$ cat config.mk
export PLATFORM = sky130hd
export DESIGN_NAME = backoff_gen
export DESIGN_NICKNAME = d
export VERILOG_FILES = /design/src/rtl/backoff_pkg.sv /design/src/rtl/backoff_lfsr.sv /design/src/rtl/backoff_mask.sv /design/src/rtl/backoff_wrap_tracker.sv /design/src/rtl/backoff_gen.sv
export SDC_FILE = /design/constraint.sdc
export NUM_CORES = 1
export LEC_CHECK = 0
export BUFFER_PORTS_ARGS = -buffer_cell sky130_fd_sc_hd__buf_4
export CORE_ASPECT_RATIO = 1.5
export CORE_MARGIN = 5
export CORE_UTILIZATION = 52
export DETAILED_ROUTE_END_ITERATION = 8
export GPL_ROUTABILITY_DRIVEN = 0
export HOLD_SLACK_MARGIN = 0.15
export PLACE_DENSITY = 0.82
export SYNTH_ARGS = -nofsm -noshare
export SYNTH_HDL_FRONTEND = slang
export SYNTH_SLANG_ARGS = --single-unit
$ cat constraint.sdc
create_clock -name clk -period 2.1 [get_ports clk]
set_input_delay 0.42 -clock clk [delete_from_list [all_inputs] [get_ports clk]]
set_output_delay 0.42 -clock clk [all_outputs]
set_load 0.02 [all_outputs]
$ cat src/rtl/backoff_pkg.sv
package backoff_pkg;

    localparam int LFSR_W    = 16;
    localparam int OUT_W     = 10;
    localparam int CNT_W     = 4;
    localparam int K_MAX     = 10;
    localparam logic [LFSR_W-1:0] LFSR_SEED = 16'hACE1;
    // x^16 + x^14 + x^13 + x^11 + 1 as a left-shift tap mask over bits 15,13,12,10
    localparam logic [LFSR_W-1:0] LFSR_TAPS = 16'hB400;
    localparam int K_W       = $clog2(K_MAX + 1);

    typedef enum logic [1:0] {
        ACT_NONE    = 2'd0,
        ACT_SLOTS   = 2'd1,
        ACT_DISCARD = 2'd2
    } bo_action_t;

    typedef struct packed {
        logic             vld;
        logic             drop;
        logic [OUT_W-1:0] slots;
    } bo_result_t;

    function automatic logic [K_W-1:0] exp_cap(input logic [CNT_W-1:0] n);
        if (int'(n) > K_MAX) return K_W'(K_MAX);
        return K_W'(n);
    endfunction

endpackage

$ cat src/rtl/backoff_lfsr.sv
module backoff_lfsr
    import backoff_pkg::*;
#(
    parameter int                WIDTH = LFSR_W,
    parameter logic [WIDTH-1:0]  SEED  = LFSR_SEED,
    parameter logic [WIDTH-1:0]  TAPS  = LFSR_TAPS
) (
    input  logic             clk,
    input  logic             rst,
    output logic [WIDTH-1:0] state
);
    logic fb;

    assign fb = ^(state & TAPS);

    always_ff @(posedge clk) begin
        if (rst) state <= SEED;
        else     state <= {state[WIDTH-2:0], fb};
    end
endmodule

$ cat src/rtl/backoff_mask.sv
module backoff_mask
    import backoff_pkg::*;
#(
    parameter int W  = OUT_W,
    parameter int CW = CNT_W
) (
    input  logic [W-1:0]  raw,
    input  logic [CW-1:0] coll,
    output logic [W-1:0]  slots
);
    logic [K_W-1:0] k;
    logic [W:0]     top_bit;
    logic [W-1:0]   keep;

    always_comb begin
        k       = exp_cap(coll);
        top_bit = (W+1)'(1) << k;
        keep    = top_bit[W-1:0] - W'(1);
        slots   = raw & keep;
    end
endmodule

$ cat src/rtl/backoff_wrap_tracker.sv
module backoff_wrap_tracker
    import backoff_pkg::*;
#(
    parameter int CW = CNT_W
) (
    input  logic          clk,
    input  logic          rst,
    input  logic          req,
    input  logic          partition,
    input  logic [CW-1:0] coll,
    output bo_action_t    action
);
    localparam logic [CW-1:0] CNT_TOP = {CW{1'b1}};

    logic armed;
    logic take;
    logic wrap_hit;

    always_comb begin
        take     = req && !partition;
        wrap_hit = take && armed && (coll == '0);
        if (!take)        action = ACT_NONE;
        else if (wrap_hit) action = ACT_DISCARD;
        else               action = ACT_SLOTS;
    end

    always_ff @(posedge clk) begin
        if (rst)       armed <= 1'b0;
        else if (take) armed <= (coll == CNT_TOP);
    end
endmodule

$ cat src/rtl/backoff_gen.sv
module backoff_gen
    import backoff_pkg::*;
#(
    parameter int W  = OUT_W,
    parameter int CW = CNT_W,
    parameter int LW = LFSR_W
) (
    input  logic          clk,
    input  logic          rst,
    input  logic          req,
    input  logic [CW-1:0] coll_cnt,
    input  logic          partition,
    output logic [W-1:0]  slots,
    output logic          slots_vld,
    output logic          discard
);
    logic [LW-1:0] lfsr_q;
    logic [W-1:0]  masked;
    bo_action_t    act;
    bo_result_t    res_q;

    backoff_lfsr #(.WIDTH(LW)) u_lfsr (
        .clk   (clk),
        .rst   (rst),
        .state (lfsr_q)
    );

    backoff_mask #(.W(W), .CW(CW)) u_mask (
        .raw   (lfsr_q[W-1:0]),
        .coll  (coll_cnt),
        .slots (masked)
    );

    backoff_wrap_tracker #(.CW(CW)) u_track (
        .clk       (clk),
        .rst       (rst),
        .req       (req),
        .partition (partition),
        .coll      (coll_cnt),
        .action    (act)
    );

    always_ff @(posedge clk) begin
        if (rst) begin
            res_q <= '0;
        end else begin
            res_q.vld  <= 1'b0;
            res_q.drop <= 1'b0;
            unique case (act)
                ACT_SLOTS: begin
                    res_q.vld   <= 1'b1;
                    res_q.slots <= masked;
                end
                ACT_DISCARD: begin
                    res_q.drop  <= 1'b1;
                    res_q.slots <= '0;
                end
                default: ;
            endcase
        end
    end

    assign slots     = res_q.slots;
    assign slots_vld = res_q.vld;
    assign discard   = res_q.drop;
endmodule

==> metrics.csv, run 1 <==
stage,metric,value,unit
outcome,outcome,completed,
layout,antennaDiodeCount,0,
clock_tree,cts_buffers,5,
timing,maxSlewViolCount,0,
detailed_routing,finalWirelength,2080,microns
layout,fin_nets,134,
hold_path,holdCritPathClass,reg -> reg,
power_and_ir_drop,internal_power,0.914,mW
clock_tree,cts_tree,built,
logic_synthesis,ys_types,35,
logic_synthesis,yosys-top-cells-area,"dfxtp_1 (53%), nor2b_1 (5.1%), a21oi_1 (4.1%)",
logic_synthesis,synth_area_per_cell,10.3,sq um
floorplanning,ioPinCount,20,
floorplanning,die_x,47.4,microns
logic_synthesis,synth_top_cell_by_area,dfxtp_1,
hold_path,holdPathStages,1,
worst_setup_path,reg2reg_to,u_lfsr.state[0],
power_and_ir_drop,comb_power_share,9.4,%
power_and_ir_drop,switching_share,21.9,%
logic_synthesis,synth_area,0.00109,sq mm
power_and_ir_drop,p_clk_share,39.9,%
grt,grt_pass1_vias,753,
worst_setup_path,crit_type,in -> reg,
detailed_routing,drc,0,
logic_synthesis,yosysMostFrequentCell,dfxtp_1,
logic_synthesis,ys_async_sr_fraction,0,%
clock_tree,clock-sinks,29,
timing,finalCritPeriodShare,75.5,%
power_and_ir_drop,p_sw,0.256,mW
worst_setup_path,critPathCaptureType,flip-flop,
placed_design,dp_hpwl,1410,microns
placed_design,numPortBuffers,19,
floorplanning,core-area,0.00203,sq mm
logic_synthesis,yosys_warnings,0,
timing,skew,11.8,ps
timing,rsz0062_at_grt,no,
timing,period_needed,1580,ps
clock_tree,cts-root-buf,clkbuf_4,
worst_setup_path,critical_path.endpoint,slots[6],
logic_synthesis,synthesis.nets,115,
grt,antenna_found_initial,0,
detailed_routing,vias_per_cell,5.43,
clock_tree,postCtsHoldBufs,0,
timing,max_freq,631,MHz
grt,grt_pass1_wl,3510,microns
power_and_ir_drop,fin_total_pwr,1.17,mW
layout,fill_cells,176,
logic_synthesis,synth_ff_type,dfxtp_1,
run,cap_violations,0,
logic_synthesis,synth_edf_count,0,
power_and_ir_drop,seqPwrFrac,50.7,%
placed_design,placed_area,0.00122,sq mm
worst_setup_path,cp-startpoint,coll_cnt[1],
logic_synthesis,ys_ff_latch,29,
worst_setup_path,critPathLaunchType,input port,
layout,area_delta_synth_final,19.2,%
grt,overflow,0,
clock_tree,cts.clk_slew.worst_paths,90,ps
worst_setup_path,regToRegSetupSlack,1260,ps
worst_setup_path,worstPathArrival,1800,ps
grt,grt.total_usage,16.5,%
layout,finalInstanceArea,0.00130,sq mm
worst_setup_path,r2r.worst_path.cells,3,
power_and_ir_drop,ir_drop,0.577,mV
timing,max_slew_margin,52.7,%
grt,grt_max_degree,31,
worst_setup_path,reg2reg_from,u_lfsr.state[12],
layout,drive_above_1_share,30.2,%
detailed_routing,drt-initial-drc-count,11,
timing,hold_viol_final,0,
logic_synthesis,synth_top_area_share,53.1,%
power_and_ir_drop,power_density,898,mW/mm^2
detailed_routing,wl_per_cell,14.1,microns
timing,setup_violations,0,
clock_tree,htreeDepth,2,
detailed_routing,vias,803,
clock_tree,cts_resized,0,
floorplanning,die-area,0.00314,sq mm
logic_synthesis,synth_cells,106,
clock_tree,clockBufferDepth,2,
logic_synthesis,synth-seq-area-share,53.1,%
floorplanning,rows,20,
floorplanning,start_util,54.0,%
clock_tree,post-cts-setup-buffer-count,0,
worst_setup_path,path_max_fanout,8,
timing,worst_pin_slew,708,ps
floorplanning,fp.dieH,66.2,microns
timing,setup_tns,0,ps
detailed_routing,ant_nets,0,
clock_tree,worstSkewPairLatency,320,ps
worst_setup_path,required,2320,ps
detailed_routing,firstDrtPassIters,4,
power_and_ir_drop,leakage,0.512,nW
logic_synthesis,synth_commonest_cells,"dfxtp_1 (29), a21oi_1 (9), nand2_1 (9), nor2b_1 (9), or2_2 (7)",
cell type report:
class,count,area (sq um),area share (%)
flip-flops and latches,29,581,44.5
multi-input cells,69,464,35.6
repair buffers,19,143,10.9
clock buffers,7,55.1,4.22
clock inverters,1,30.0,2.30
well taps,22,27.5,2.11
inverters,1,3.75,0.288
how the worst min path moves through the flow:
stage                          start                to  slack [ps]
finish              u_lfsr.state[14]  u_lfsr.state[15]         420
global route                     rst          slots[8]         430
CTS                 u_lfsr.state[14]  u_lfsr.state[15]         420
detailed placement  u_lfsr.state[14]  u_lfsr.state[15]         400
global placement    u_lfsr.state[14]  u_lfsr.state[15]         390
floorplan           u_lfsr.state[14]  u_lfsr.state[15]         390
worst max-delay path: stages:
cell and delay, ps:
buf_4 140, or4b_1 530, ha_1 260, a21o_1 190, a22oi_1 170, o21ai_1 90
registers in the layout, summed over array words and instances (netlist names):
name,count
discard,1
slots,10
slots_vld,1
u_lfsr.state,16
u_track.armed,1
power by group through the flow:
stage / clock [mW] / sequential [mW] / combinational, mW
2_1_floorplan: 0 / 0.612 / 0.0674
3_3_place_gp: 0 / 0.606 / 0.106
3_5_place_dp: 0 / 0.606 / 0.109
4_1_cts: 0.479 / 0.594 / 0.110
5_1_grt: 0.515 / 0.598 / 0.120
6_report: 0.467 / 0.594 / 0.109
logic make-up after synthesis:
| kind of cell | Yosys count | synth area share [%] |
|---|---|---|
| AOI/OAI and AO/OA | 21 | 12.5 |
| buffers and inverters | 8 | 4.46 |
| DFF | 29 | 53.1 |
| and+or+nand+nor | 43 | 25.6 |
| adders and majority gates | 1 | 1.14 |
| xor gates and xnor gates | 4 | 3.20 |
layer usage:
layer | track usage, % | share of wire, % | routed length (microns)
met4 | 9.34 | 2.8 | 58
met5 | 0 | 0 | 0
met3 | 7.36 | 5.8 | 120
met1 | 20.5 | 46 | 951
met2 | 22.8 | 46 | 951
metrics by stage:
step                      std cells  setup WS (ps)  hold WS (ps)  utilization, %
final                           148            516           422            64.3
after global routing            148            416           435            64.3
after CTS                       148            535           424            64.3
after detailed placement        140            175           398            60.1
after global placement          140            210           394            60.1
after floorplan                 106            273           389               -
cells in the final DEF, fill, tap and decap left out, types with 2 or more instances in the layout:
cell type	synthesis	routed
dfxtp_1	29	29
buf_4	0	19
nor2b_1	9	9
nand2_1	9	9
a21oi_1	9	9
or2_2	7	7
clkbuf_4	0	5
xor2_1	3	3
o211ai_1	3	3
nand2b_1	2	2
nor3_1	2	2
nand4_1	2	2
nor2_1	2	2
nand3_1	2	2
nand4b_1	2	2
Power figures use the tool's default switching activity.
==> run 2: changes to the inputs <==
Settings changed: CORE_UTILIZATION 52 to 47, PLACE_DENSITY 0.82 to 0.79.
Clock period 2.1 ns to 1.3 ns, I/O delays scaled along.
==> metrics.csv, run 2 (synthesis gave the netlist of run 1 again) <==
stage,metric,value,unit,change
placed_design,placed_area,0.00134,sq mm,+9.9%
clock_tree,cts_buffers,5,,unchanged
timing,max_slew_margin,66.4,%,+14 points
grt,grt_pass1_vias,845,,+12%
layout,fin_util,65.4,%,+1.1 points
timing,max_freq,782,MHz,
timing,setup_tns,0,ps,unchanged
power_and_ir_drop,switching_share,21.9,%,about the same
power_and_ir_drop,comb_power_share,11.5,%,+2.1 points
layout,fin_nets,148,,+10%
worst_setup_path,crit_chain,buf_6 -> or4b_4 -> ha_4 -> nor3_2 -> a21o_1 -> a22oi_2 -> o21ai_1,,
worst_setup_path,critPathCaptureType,flip-flop,,
detailed_routing,ant_nets,0,,unchanged
worst_setup_path,critPathLaunchType,input port,,
detailed_routing,drc,0,,unchanged
placed_design,preCtsSetupSlack,-336,ps,-511 ps
power_and_ir_drop,internal_power,1.51,mW,+65%
timing,skew,9.46,ps,-2.30 ps
power_and_ir_drop,leakage,0.594,nW,+16%
layout,largest_reg_flops,16,,unchanged
floorplanning,fp.dieH,69.1,microns,+4.4%
clock_tree,clock-sinks,29,,unchanged
clock_tree,cts_tree,built,,
grt,grt_pass1_wl,3960,microns,+13%
power_and_ir_drop,p_clk_share,38.9,%,-1.0 points
clock_tree,cts.clk_slew.worst_paths,90,ps,about the same
layout,reg_top3,"u_lfsr.state: 16 flops, slots: 10 flops",,
timing,fin_ws,21.8,ps,-494 ps
layout,drive_above_1_share,40.7,%,+11 points
timing,rsz0062_at_grt,yes,,
worst_setup_path,required,1550,ps,-770 ps
placed_design,numPortBuffers,19,,unchanged
worst_setup_path,crit_path_max_incr_delay,540,ps,about the same
worst_setup_path,path_max_fanout,4,,-4
worst_setup_path,worstPathArrival,1530,ps,-270 ps
power_and_ir_drop,p_sw,0.425,mW,+66%
detailed_routing,vias_per_cell,5.13,,-5.5%
clock_tree,clockBufferDepth,2,,unchanged
floorplanning,die_x,49.4,microns,+4.1%
detailed_routing,firstDrtPassIters,4,,unchanged
floorplanning,core-area,0.00223,sq mm,+10%
detailed_routing,drt-initial-drc-count,14,,+3
grt,antenna_found_initial,0,,unchanged
timing,maxSlewViolCount,0,,unchanged
timing,worst_pin_slew,505,ps,-203 ps
power_and_ir_drop,ir_drop,1.12,mV,+94%
clock_tree,cts-root-buf,clkbuf_4,,
timing,setup_violations,0,,unchanged
floorplanning,ioPinCount,20,,unchanged
detailed_routing,finalWirelength,2300,microns,+11%
run,cap_violations,0,,unchanged
floorplanning,die-area,0.00341,sq mm,+8.7%
clock_tree,worstSkewPairLatency,320,ps,about the same
timing,hold_viol_final,0,,unchanged
power_and_ir_drop,seqPwrFrac,49.6,%,-1.1 points
outcome,outcome,completed,,
grt,grt.total_usage,15.1,%,-1.4 points
detailed_routing,vias,836,,+4.1%
timing,finalCritPeriodShare,98.3,%,
detailed_routing,wl_per_cell,14.1,microns,+0.53%
timing,hold_slack,283,ps,-139 ps
worst_setup_path,crit_type,in -> reg,,
placed_design,dp_cells,153,,+9.3%
grt,grt_max_degree,31,,unchanged
timing,period_needed,1280,ps,
floorplanning,start_util,49.0,%,-5.0 points
worst_setup_path,regToRegSetupSlack,450,ps,-810 ps
power_and_ir_drop,power_density,1330,mW/mm^2,+48%
power_and_ir_drop,fin_total_pwr,1.94,mW,+65%
layout,top_register,u_lfsr.state,,
floorplanning,rows,21,,+5.0%
grt,overflow,0,,unchanged
clock_tree,htreeDepth,2,,unchanged
layout,area_delta_synth_final,33.5,%,
layout,final_cell_mix,"dfxtp_1 (29), buf_4 (29), nor2b_1 (9), nand2_1 (9), a21oi_1 (9)",,
hold_path,holdCritPathClass,in -> reg,,
placed_design,dp_hpwl,1670,microns,+18%
layout,finalInstanceArea,0.00146,sq mm,+12%
layout,antennaDiodeCount,0,,unchanged
worst_setup_path,slowest_stage,or4b_4,,
layout,fin_cells,163,,+10%
[run 2: final cells by class]
cell class,count,area [sq um]
Clock buffer,7,55.1
Sequential cell,29,581
Fill cell,176,773
Tap cell,23,28.8
Timing Repair Buffer,33,272
Inverter,1,3.75
Multi-Input combinational cell,69,490
Clock inverter,1,30.0
[run 2: repair_timing]
item	in CTS	in global routing
endpoints found under the setup margin	0	2
gates resized for setup	0	6
buffers inserted	0	2
hold buffers	0	0
[run 2: power by group through the flow]
stage                     Sequential (mW)  Clock, mW  Combinational [mW]
after floorplan                     0.988          0               0.116
after global placement              0.979          0               0.206
after detailed placement            0.981          0               0.213
after CTS                           0.961      0.774               0.215
after global routing                0.966      0.827               0.245
final                               0.960      0.753               0.223
[run 2: final timing paths]
kind / startpoint / endpoint / depth (start not counted)
worst max register to register: u_lfsr.state[10] / u_lfsr.state[0] / 3
worst min-delay path: rst / slots[2] / 2
worst min register to register: u_lfsr.state[14] / u_lfsr.state[15] / 1
worst max-delay path: coll_cnt[2] / slots[6] / 7
[run 2: per-layer routing]
layer	share of wire (%)	global-route usage [%]	up-vias
met1	40	15.5	387
met2	52	25.3	14
met4	3.4	8.45	0
met5	0	0	-
li1	-	-	428
met3	4.3	6.03	7
[run 2: worst max-delay path: cells and delay by family]
kind	cells	cell delay, ps
AOI/OAI and AO/OA	3	330
adders and majority gates	1	190
buffers and inverters	1	90
and+or+nand+nor	2	650
